==> config.mk <==
export PLATFORM = sky130hd
export DESIGN_NAME = scaled_round_unit
export DESIGN_NICKNAME = d
export VERILOG_FILES = /design/src/rtl/rnd_pkg.sv /design/src/rtl/rnd_lane.sv /design/src/rtl/rnd_select.sv /design/src/rtl/rnd_hold.sv /design/src/rtl/scaled_round_unit.sv
export SDC_FILE = /design/constraint.sdc
export NUM_CORES = 1
export LEC_CHECK = 0
export BUFFER_PORTS_ARGS = -buffer_cell sky130_fd_sc_hd__buf_2
export CORE_MARGIN = 2
export CORE_UTILIZATION = 43
export CTS_BUF_LIST = sky130_fd_sc_hd__clkbuf_4 sky130_fd_sc_hd__clkbuf_8
export DETAILED_ROUTE_END_ITERATION = 16
export PLACE_DENSITY = 0.79
export SLEW_MARGIN = 10
export SYNTH_ARGS = -nofsm -noshare
export SYNTH_HDL_FRONTEND = slang
export SYNTH_SLANG_ARGS = --single-unit
==> constraint.sdc <==
create_clock -name clk -period 0.8 [get_ports clk]
set_input_delay 0.16 -clock clk [delete_from_list [all_inputs] [get_ports clk]]
set_output_delay 0.16 -clock clk [all_outputs]
set_load 0.02 [all_outputs]
==> src/rtl/rnd_pkg.sv <==
package rnd_pkg;

  typedef enum logic [1:0] {
    SC_NONE  = 2'd0,
    SC_DOWN  = 2'd1,
    SC_UP    = 2'd2,
    SC_ALIAS = 2'd3
  } scale_e;

  localparam int LANES = 3;

  // Lane index that serves a given selector code; code 3 reuses lane 0.
  function automatic int lane_of(input scale_e s);
    case (s)
      SC_DOWN: return 1;
      SC_UP:   return 2;
      default: return 0;
    endcase
  endfunction

  // Position of the half-unit increment for a lane with a lower word of lo_w bits.
  function automatic int half_pos(input int lane, input int lo_w);
    case (lane)
      1:       return lo_w;
      2:       return lo_w - 2;
      default: return lo_w - 1;
    endcase
  endfunction

endpackage

==> src/rtl/rnd_lane.sv <==
module rnd_lane #(
  parameter int EXT_W = 8,
  parameter int HI_W  = 24,
  parameter int LO_W  = 24,
  parameter int LANE  = 0,
  localparam int ACC_W = EXT_W + HI_W + LO_W
) (
  input  logic [ACC_W-1:0] acc,
  input  logic             conv,
  output logic [ACC_W-1:0] res,
  output logic             tie
);
  localparam int RPOS = rnd_pkg::half_pos(LANE, LO_W);
  localparam int UPOS = RPOS + 1;

  function automatic logic [ACC_W-1:0] add_half(input logic [ACC_W-1:0] v);
    return v + (ACC_W'(1) << RPOS);
  endfunction

  function automatic logic below_zero(input logic [ACC_W-1:0] s);
    return s[RPOS:0] == '0;
  endfunction

  function automatic logic [ACC_W-1:0] trim(input logic [ACC_W-1:0] s,
                                            input logic clr_unit);
    logic [ACC_W-1:0] r;
    r = s;
    if (clr_unit) r[UPOS] = 1'b0;
    r[RPOS:0] = '0;
    return r;
  endfunction

  logic [ACC_W-1:0] sum;

  always_comb begin
    sum = add_half(acc);
    tie = below_zero(sum);
    res = trim(sum, conv & tie);
  end
endmodule

==> src/rtl/rnd_select.sv <==
module rnd_select
  import rnd_pkg::*;
#(
  parameter int ACC_W = 56
) (
  input  logic [ACC_W-1:0] lane_res [LANES],
  input  logic             lane_tie [LANES],
  input  scale_e           sel,
  output logic [ACC_W-1:0] out_res,
  output logic             out_tie
);
  always_comb begin
    out_res = lane_res[lane_of(sel)];
    out_tie = lane_tie[lane_of(sel)];
  end
endmodule

==> src/rtl/rnd_hold.sv <==
module rnd_hold #(
  parameter int W       = 56,
  parameter bit REG_OUT = 1'b1
) (
  input  logic         clk,
  input  logic         rst_n,
  input  logic         load,
  input  logic [W-1:0] d,
  output logic         q_valid,
  output logic [W-1:0] q
);
  generate
    if (REG_OUT) begin : g_reg
      always_ff @(posedge clk or negedge rst_n) begin
        if (!rst_n) begin
          q       <= '0;
          q_valid <= 1'b0;
        end else begin
          q_valid <= load;
          if (load) q <= d;
        end
      end
    end else begin : g_wire
      assign q       = d;
      assign q_valid = load;
    end
  endgenerate
endmodule

==> src/rtl/scaled_round_unit.sv <==
module scaled_round_unit
  import rnd_pkg::*;
#(
  parameter int EXT_W   = 8,
  parameter int HI_W    = 24,
  parameter int LO_W    = 24,
  parameter bit REG_OUT = 1'b1
) (
  input  logic             clk,
  input  logic             rst_n,
  input  logic             in_valid,
  input  logic             round_twos,
  input  logic [1:0]       scale_sel,
  input  logic [EXT_W-1:0] acc_ext,
  input  logic [HI_W-1:0]  acc_hi,
  input  logic [LO_W-1:0]  acc_lo,
  output logic             res_valid,
  output logic [EXT_W-1:0] res_ext,
  output logic [HI_W-1:0]  res_hi,
  output logic [LO_W-1:0]  res_lo
);
  localparam int ACC_W = EXT_W + HI_W + LO_W;

  // Named internal events, brought out for the checker.
  logic [ACC_W-1:0] acc_word;
  logic             conv_mode;
  logic [ACC_W-1:0] lane_res [LANES];
  logic             lane_tie [LANES];
  logic [ACC_W-1:0] comb_res;
  logic             comb_tie;
  logic [ACC_W-1:0] held_res;

  assign acc_word  = {acc_ext, acc_hi, acc_lo};
  assign conv_mode = ~round_twos;

  generate
    for (genvar g = 0; g < LANES; g++) begin : g_lane
      rnd_lane #(
        .EXT_W(EXT_W),
        .HI_W (HI_W),
        .LO_W (LO_W),
        .LANE (g)
      ) u_lane (
        .acc (acc_word),
        .conv(conv_mode),
        .res (lane_res[g]),
        .tie (lane_tie[g])
      );
    end
  endgenerate

  rnd_select #(.ACC_W(ACC_W)) u_sel (
    .lane_res(lane_res),
    .lane_tie(lane_tie),
    .sel     (scale_e'(scale_sel)),
    .out_res (comb_res),
    .out_tie (comb_tie)
  );

  rnd_hold #(.W(ACC_W), .REG_OUT(REG_OUT)) u_hold (
    .clk    (clk),
    .rst_n  (rst_n),
    .load   (in_valid),
    .d      (comb_res),
    .q_valid(res_valid),
    .q      (held_res)
  );

  assign {res_ext, res_hi, res_lo} = held_res;
endmodule

Word-level counts from Yosys, hierarchy flattened
Index checks and enable logic that the tools add are counted.
{"block": "classes", "magnitude_cmp": 1, "addsub": 3, "eq_ne": 2, "bitwise": 5, "n_reduce_logical": 3, "n_mux": 7}
{"cell": "$bmux 56 s2", "n": 1}
{"cell": "$mux 56", "n": 2}
{"cell": "$add 56x23->56 const B", "n": 1}
{"cell": "$add 56x24->56 const B", "n": 1}
{"cell": "$add 56x25->56 const B", "n": 1}
{"cell": "$ge 32x3->1 const B", "n": 1}
{"cell": "$not 2->32", "n": 1}
{"cell": "$logic_not 25->1", "n": 1}
{"cell": "$logic_not 24->1", "n": 1}
{"cell": "$logic_not 23->1", "n": 1}
{"cell": "$pmux 2 s2", "n": 1}
{"cell": "$and 1x1->1", "n": 3}
{"cell": "$mux 1", "n": 3}
{"cell": "$eq 2x1->1 const B", "n": 1}
{"cell": "$eq 2x2->1 const B", "n": 1}
{"cell": "$not 1->1", "n": 1}
{"block": "word_totals", "input_bits": 62, "wordCells": 23, "reg_bits": 57, "out_inout_bits": 57}

Logic depth before layout (Yosys ltp)
Gate-level depths: netlist of run 1.
{"block": "depth", "ltp_word": 7, "mapped_depth": 7, "ltp_nobuf": 6}

Hierarchy
A second synthesis of run 1 with hierarchy kept.
{"block": "unflattened", "hier_cells": 700, "hier_area_um2": 7024.2}
{"mod": "rnd_hold", "seq_area_each_um2": 1426.4, "cells_per_inst": 119, "instances": 1, "area_each_um2": 2268.4}
{"mod": "rnd_select", "seq_area_each_um2": 0.0, "cells_per_inst": 191, "instances": 1, "area_each_um2": 1944.4}
{"mod": "rnd_lane at g_lane[1].u_lane", "seq_area_each_um2": 0.0, "cells_per_inst": 133, "instances": 1, "area_each_um2": 993.5}
{"mod": "rnd_lane at g_lane[2].u_lane", "seq_area_each_um2": 0.0, "cells_per_inst": 133, "instances": 1, "area_each_um2": 925.9}
{"mod": "rnd_lane at g_lane[0].u_lane", "seq_area_each_um2": 0.0, "cells_per_inst": 123, "instances": 1, "area_each_um2": 888.4}
{"mod": "scaled_round_unit", "seq_area_each_um2": 0.0, "cells_per_inst": 1, "instances": 1, "area_each_um2": 3.8}

Least setup slack after synthesis of run 1
Ideal clock, no wire load.
{"block": "synth_path", "kind": "input port to flip-flop", "start": "input acc_hi[0]", "end": "register u_hold.q[45]", "stages": 7, "path_slack_ns": -1.252, "setup_ns": 0.082, "n_path_buf": 1, "t_arrival_ns": 1.970, "t_required_ns": 0.718, "cell_sequence": "ha_1 inv_1 a22o_4 or4_1 buf_2 or4_1 a31oi_1"}
{"block": "synth_via", "elab_chain_len": 4, "word_cells_on_any_way": 6, "classes_between": "add/sub: 3; mux: 3"}
{"element": "start, declared", "line": "scaled_round_unit.sv:15", "source": "input logic [HI_W-1:0] acc_hi,"}
{"element": "$add 56x23->56, or another cell as far along", "line": "rnd_lane.sv:17", "source": "return v + (ACC_W'(1) << RPOS);"}
{"element": "$bmux 56 s2 (*)", "line": "rnd_select.sv:13", "source": "out_res = lane_res[lane_of(sel)];"}
{"element": "$mux 56 (implied by the code) (*) (2 in series)", "line": "rnd_select.sv:13"}
{"element": "end signal, assigned", "line": "rnd_hold.sv:16", "source": "q <= '0;"}
{"element": "end signal, assigned", "line": "rnd_hold.sv:20", "source": "if (load) q <= d;"}
{"element": "end, declared", "line": "rnd_hold.sv:10", "source": "output logic [W-1:0] q"}
Every way passes the cells marked *; elsewhere a longest branch is shown, timed or not. The select of a mux whose other input is x is not followed.
A chain may end at the register's enable or synchronous reset.

Worst setup path after layout of run 1
{"block": "layout_path", "start": "input acc_hi[6]", "end": "register u_hold.q[43]"}
The elaborated chain is that of the path after synthesis.

==> impl_metrics.yaml, run 1 <==
outcome:
  status: "finished with violations"
  violations: "setup timing"
synth:
  synth-edff-count: 0
  ys_types: 39
  synthTopCellsByArea: "dfrtp_1 (36%), xnor2_1 (9.2%), buf_4 (7.2%)"
  synth-seq-cells: 34
  ys_seq_area_frac: 0.356
  synth_cells: 284
  synth_area_um2: 2390
  yosys.area.top_type_share: 0.356
  yosysWarningCount: 0
  synth_top_flop_cell: "dfrtp_1"
  syn_avg_cell_area_um2: 8.41
  async_flop_share: 1.00
  yosys.area.top_type: "dfrtp_1"
timing:
  setup_ws_ps: -944
  finalMaxSlewViolations: 0
  skew_ps: 0
  min_period_over_period: 2.18
  hold_violations: 0
  rsz0062_at_grt: "yes"
  setup_viol: 67
  timing.fmax_mhz: 573
  min_period_ps: 1740
setup_path:
  path_class: "in2reg"
  worstPathArrival_ps: 1900
  slowest_stage: "or4_4"
  crit_family: "simple AND/OR/NAND/NOR gates"
  crit_top_cell: "buf_4"
  crit_chain: "buf_2 -> and4_4 -> nand2_4 -> or4_4 -> buf_4 -> buf_4 -> o21ai_0 -> a31oi_1"
  worstPathRequired_ps: 960
  crit_buf_inv: 3
  crit_fanout: 5
  worst_setup_path_start_kind: "input port"
  crit_path_end_kind: "flip-flop"
  critPathMaxStageDelay_ps: 600
pwr:
  power.density_nw_per_um2: 1190
  power_w: 0.00594
  vdd_drop_max_mv: 1.18
  p_leak_nw: 2.30
clock_tree:
  clk_pin_slew_ps: 70
  cts_made_buffers: 5
  root_buffer: "clkbuf_8"
  numClockSinks: 34
  cts_tree: "yes"
  cts_buffer_depth: 2
  clock_latency_ps: 310
  htreeDepth: 2
drt:
  avgViaCountPerCell: 6.19
  first_pass_iters: 5
  wl_per_cell_um: 23.2
  num_vias: 3583
  drtAntennaViolNets: 0
  drt_iter0_drc: 390
  drcViolationCount: 0
  wirelength_um: 13400
flow_run:
  drv_cap: 0
place:
  place.gp.congestion: 0.909
  hpwlAfterDp_um: 5480
  post-place-cells: 514
  placed_cell_area_um2: 3610
  post-place-ws_ps: -1110
  port_buffers: 95
floorplanning:
  start_util: 0.439
  chipHeight_um: 78.5
  die_area_um2: 6160
  ios: 119
  die_w_um: 78.5
  coreArea_um2: 5440
  core.rowCount: 27
finish:
  mostFrequentLayoutCells: "buf_4 (93), buf_6 (81), buf_2 (41)"
  layout-drive-gt1-share: 0.598
  multi_input_area_um2: 1940
  regArea_um2: 851
  syn_to_final_growth_pct: 110
  final_common_cell: "buf_4"
  instances_no_fill: 579
  fin_area_um2: 5000
  final_nets: 573
  antenna_cells: 0
  fill_cells: 178
global_routing:
  grt_pass1_vias: 3237
  antenna_found_initial: 0
  met3_usage: 0.0851
  grt_max_degree: 35
  grt_usage: 0.326
  grt_util_met2: 0.554
  top_usage_layer: "met2"
  met1_usage: 0.370
  grt_remaining_overflow: 0
  grt_pass1_wl_um: 15700
hold_path:
  hold_class: "in2reg"
-- flip-flops by register name (all words and copies together), names as in the netlist --
register,flops
u_hold.q_valid,1
u_hold.q,33
-- stage by stage --
stage,TNS (ps),hold slack [ps],util
final,-28310,159,0.920
after global routing,-29780,176,0.920
after CTS,-21800,157,0.819
after detailed placement,-28030,135,0.663
after global placement,-27200,133,0.663
after floorplan,-16690,-136,-
-- tightest hold or removal path: stages --
cell and delay, ps:
buf_2 90, xnor2_1 100, a21oi_1 60
-- cell usage after synthesis (2+ instances only) --
| cell type | n |
|---|---|
| a31oi_1 | 5 |
| nand2_1 | 21 |
| nor4_1 | 13 |
| dfrtp_1 | 34 |
| nand4_1 | 9 |
| buf_4 | 23 |
| nand2b_1 | 2 |
| or4_1 | 3 |
| and4_1 | 9 |
| o21ai_0 | 8 |
| inv_1 | 7 |
| o211ai_1 | 3 |
| nand3_1 | 5 |
| xnor2_1 | 25 |
| nor2b_1 | 2 |
| ha_1 | 5 |
| clkbuf_1 | 8 |
| a21oi_1 | 28 |
| nor2_1 | 36 |
| and3_1 | 5 |
| o31ai_1 | 2 |
| xor2_1 | 4 |
| o2111ai_1 | 2 |
| nor3_1 | 9 |
| or3_1 | 2 |
-- report_power, final --
part | internal (W) | switching (W)
Combinational | 0.00124 | 0.00127
Clock | 0.000729 | 0.000694
Sequential | 0.00188 | 0.000137
Total | 0.00384 | 0.00210
-- final cells by class --
type                    instances  area share
clock inverters                 1     0.00100
flip-flops and latches         34       0.170
clock buffers                   7      0.0180
inverters                       7     0.00575
repair buffers                226       0.400
well taps                      72      0.0180
multi-input cells             232       0.387
-- path summary, 6_finish.rpt --
check                           depth (start not counted)                  endpoint                      from  slack [ps]
worst min-delay path                                    3  u_hold.q[55]$_DFFE_PN0P_                acc_ext[7]         160
max in group asynchronous                               3  u_hold.q[41]$_DFFE_PN0P_                     rst_n         250
min in group asynchronous                               3  u_hold.q[27]$_DFFE_PN0P_                     rst_n         340
worst min register to register                          2  u_hold.q[41]$_DFFE_PN0P_  u_hold.q[41]$_DFFE_PN0P_         570
worst max-delay path                                    8  u_hold.q[43]$_DFFE_PN0P_                 acc_hi[6]        -940
worst max register to register                          3  u_hold.q[25]$_DFFE_PN0P_  u_hold.q[25]$_DFFE_PN0P_        -210
-- cells by family (layout without fill, tap and decap cells) --
logic type	after synthesis	in the layout	synth area share
compound gates	52	52	0.131
other cells	1	23	0.00157
mux	2	2	0.00891
simple gates	121	121	0.267
fa+ha+maj	5	5	0.0262
xor+xnor	29	29	0.106
flops	34	34	0.356
buf+inv	40	241	0.103
-- metal layers --
metal  share of wire  wire length [µm]
met5               0                 0
met2            0.46              6220
met3            0.10              1390
met4           0.090              1210
met1            0.34              4590
-- repair_timing --
action                     in CTS  in global routing
hold endpoints to repair       34                  0
gates resized for setup       140                 68
pin swaps                      39                 56
buffers inserted               27                 36
hold buffers                    1                  0
setup endpoints to repair      67                 67
No activity file was read; power rests on OpenSTA's default activity.
==> run 2, diff against run 1 <==
==> constraint.sdc (replaced) <==
create_clock -name clk -period 0.8 [get_ports clk]
set_input_delay 0 -clock clk [delete_from_list [all_inputs] [get_ports clk]]
set_output_delay 0 -clock clk [all_outputs]
set_load 0.02 [all_outputs]
==> run 2 against run 1 <==
  * The run still ends with setup timing left
  * Clock power up 15%
  * Clock skew unchanged
  * Setup slack better by 260 ps
  * Clock-buffer cell count did not move
  * Register-to-register slack better by 60 ps
  * Total power fell by 0.69%
  * Via count is 11% lower
  * Wire length fell by 17%
  * Critical path type unchanged
==> impl_metrics.yaml, run 2 (synthesized netlist as in run 1, its figures left out) <==
outcome:
  violations: "setup timing"
  status: "finished with violations"
finish:
  final_nets: 547
  regMostFlops: "u_hold.q"
  final_common_cell: "buf_4"
  mostFrequentLayoutCells: "buf_4 (78), buf_6 (70), buf_2 (41)"
  syn_to_final_growth_pct: 96.9
  layout-drive-gt1-share: 0.561
  largest_register_ffs: 33
  antenna_cells: 0
  reg_top3: "u_hold.q x33, u_hold.q_valid x1"
timing:
  finalMaxSlewViolations: 0
  setup_viol: 66
  skew_ps: 0
  setup_ws_ps: -685
  rsz0062_at_grt: "yes"
  hold_violations: 0
  min_period_ps: 1490
  timing.fmax_mhz: 673
  setup_tns_ps: -14890
  min_period_over_period: 1.86
pwr:
  internal-power_w: 0.00399
  p_sw_frac: 0.324
  sequentialPowerShare: 0.340
  p_leak_nw: 2.12
  p_switching_w: 0.00191
  p_comb_frac: 0.382
  vdd_drop_max_mv: 1.67
  power_w: 0.00590
  power.density_nw_per_um2: 1260
  power.share.clock: 0.278
floorplanning:
  coreArea_um2: 5440
  ios: 119
  die_area_um2: 6160
  start_util: 0.439
  chipHeight_um: 78.5
  die_w_um: 78.5
  core.rowCount: 27
global_routing:
  grt_max_degree: 35
  grt_pass1_vias: 3106
  grt_usage: 0.306
  grt_remaining_overflow: 0
  grt_pass1_wl_um: 14800
  antenna_found_initial: 0
setup_path:
  r2r-start: "u_hold.q[54]$_DFFE_PN0P_"
  crit_cells: 7
  worstPathArrival_ps: 1700
  crit_path_end_kind: "flip-flop"
  r2r_cells: 3
  critPathMaxStageDelay_ps: 560
  rrSetupSlack_ps: -150
  path_class: "in2reg"
  crit_buf_inv: 2
  r2r_end: "u_hold.q[54]$_DFFE_PN0P_"
  worstSetupStartpoint: "acc_hi[0]"
  worstPathRequired_ps: 1010
  crit_family: "simple AND/OR/NAND/NOR gates"
  crit_top_cell: "or4_4"
  crit_fanout: 4
  crit_path_end: "u_hold.q[45]$_DFFE_PN0P_"
  crit_chain: "buf_8 -> ha_4 -> inv_2 -> a22o_4 -> or4_4 -> or4_4 -> a31oi_1"
  worst_setup_path_start_kind: "input port"
  slowest_stage: "or4_4"
clock_tree:
  cts_buffer_depth: 2
  htreeDepth: 2
  clk_pin_slew_ps: 70
  clock_latency_ps: 290
  root_buffer: "clkbuf_8"
  cts_tree: "yes"
  cts_made_buffers: 5
  numClockSinks: 34
drt:
  drt_iter0_drc: 254
  wl_per_cell_um: 20.1
  avgViaCountPerCell: 5.77
  wirelength_um: 11100
  first_pass_iters: 6
  drtAntennaViolNets: 0
  drcViolationCount: 0
  num_vias: 3190
place:
  hpwlAfterDp_um: 5540
  port_buffers: 95
  place.gp.congestion: 0.874
flow_run:
  drv_cap: 0
hold_path:
  hold_class: "in2reg"
==> run 2: cell type report <==
class	instances	area, µm²
Inverter	7	26.3
Tap cell	72	90.1
Multi-Input combinational cell	232	1870
Fill cell	249	738
Sequential cell	34	851
Clock inverter	1	30.0
Timing Repair Buffer	200	1750
Clock buffer	7	83.8
==> run 2: what timing repair did <==
action | 4_1_cts | 5_1_grt
hold buffers | 2 | 0
setup buffers | 29 | 10
endpoints found under the hold margin | 35 | 0
endpoints found under the setup margin | 67 | 67
gates resized for setup | 139 | 47
pin swaps | 49 | 45
==> run 2: worst min-delay path by stage <==
| stage | startpoint | end | cells after the start |
|---|---|---|---|
| floorplan | rst_n | u_hold.q[23]$_DFFE_PN0P_ | 0 |
| global placement | rst_n | u_hold.q_valid$_DFF_PN0_ | 2 |
| detailed placement | rst_n | u_hold.q_valid$_DFF_PN0_ | 2 |
| CTS | acc_ext[6] | u_hold.q[54]$_DFFE_PN0P_ | 3 |
| global route | acc_hi[22] | u_hold.q[46]$_DFFE_PN0P_ | 3 |
| finish | acc_hi[22] | u_hold.q[46]$_DFFE_PN0P_ | 3 |
==> run 2: worst reg2reg max path, delay by kind of cell, from the launching register on <==
kind               cells  cell delay (ps)
DFF                    1              400
AOI/OAI and AO/OA      2              280
and+or+nand+nor        1              140
==> run 2: power by group through the flow <==
stage,combinational (W),clock (W),sequential [W]
4_1_cts,0.00200,0.00164,0.00200
3_3_place_gp,0.00150,0,0.00199
3_5_place_dp,0.00153,0,0.00199
2_1_floorplan,0.000622,0,0.00219
6_report,0.00226,0.00164,0.00200
5_1_grt,0.00236,0.00170,0.00202
==> run 2: layer usage <==
metal	up-vias	global-route usage	share of wire
met5	-	0	0
met4	0	0.158	0.063
met2	232	0.543	0.51
li1	1359	-	-
met1	1527	0.350	0.36
met3	72	0.0552	0.065
==> run 2: stage by stage <==
step	instance area, µm²	setup slack (ps)	hold slack (ps)	util	instances
global route	4700	-716	29.8	0.864	553
floorplan	2660	-857	-296	-	306
CTS	4440	-618	27.1	0.816	544
global placement	3530	-909	-27.7	0.649	509
detailed placement	3530	-953	-22.2	0.649	509
finish	4700	-685	28.6	0.864	553
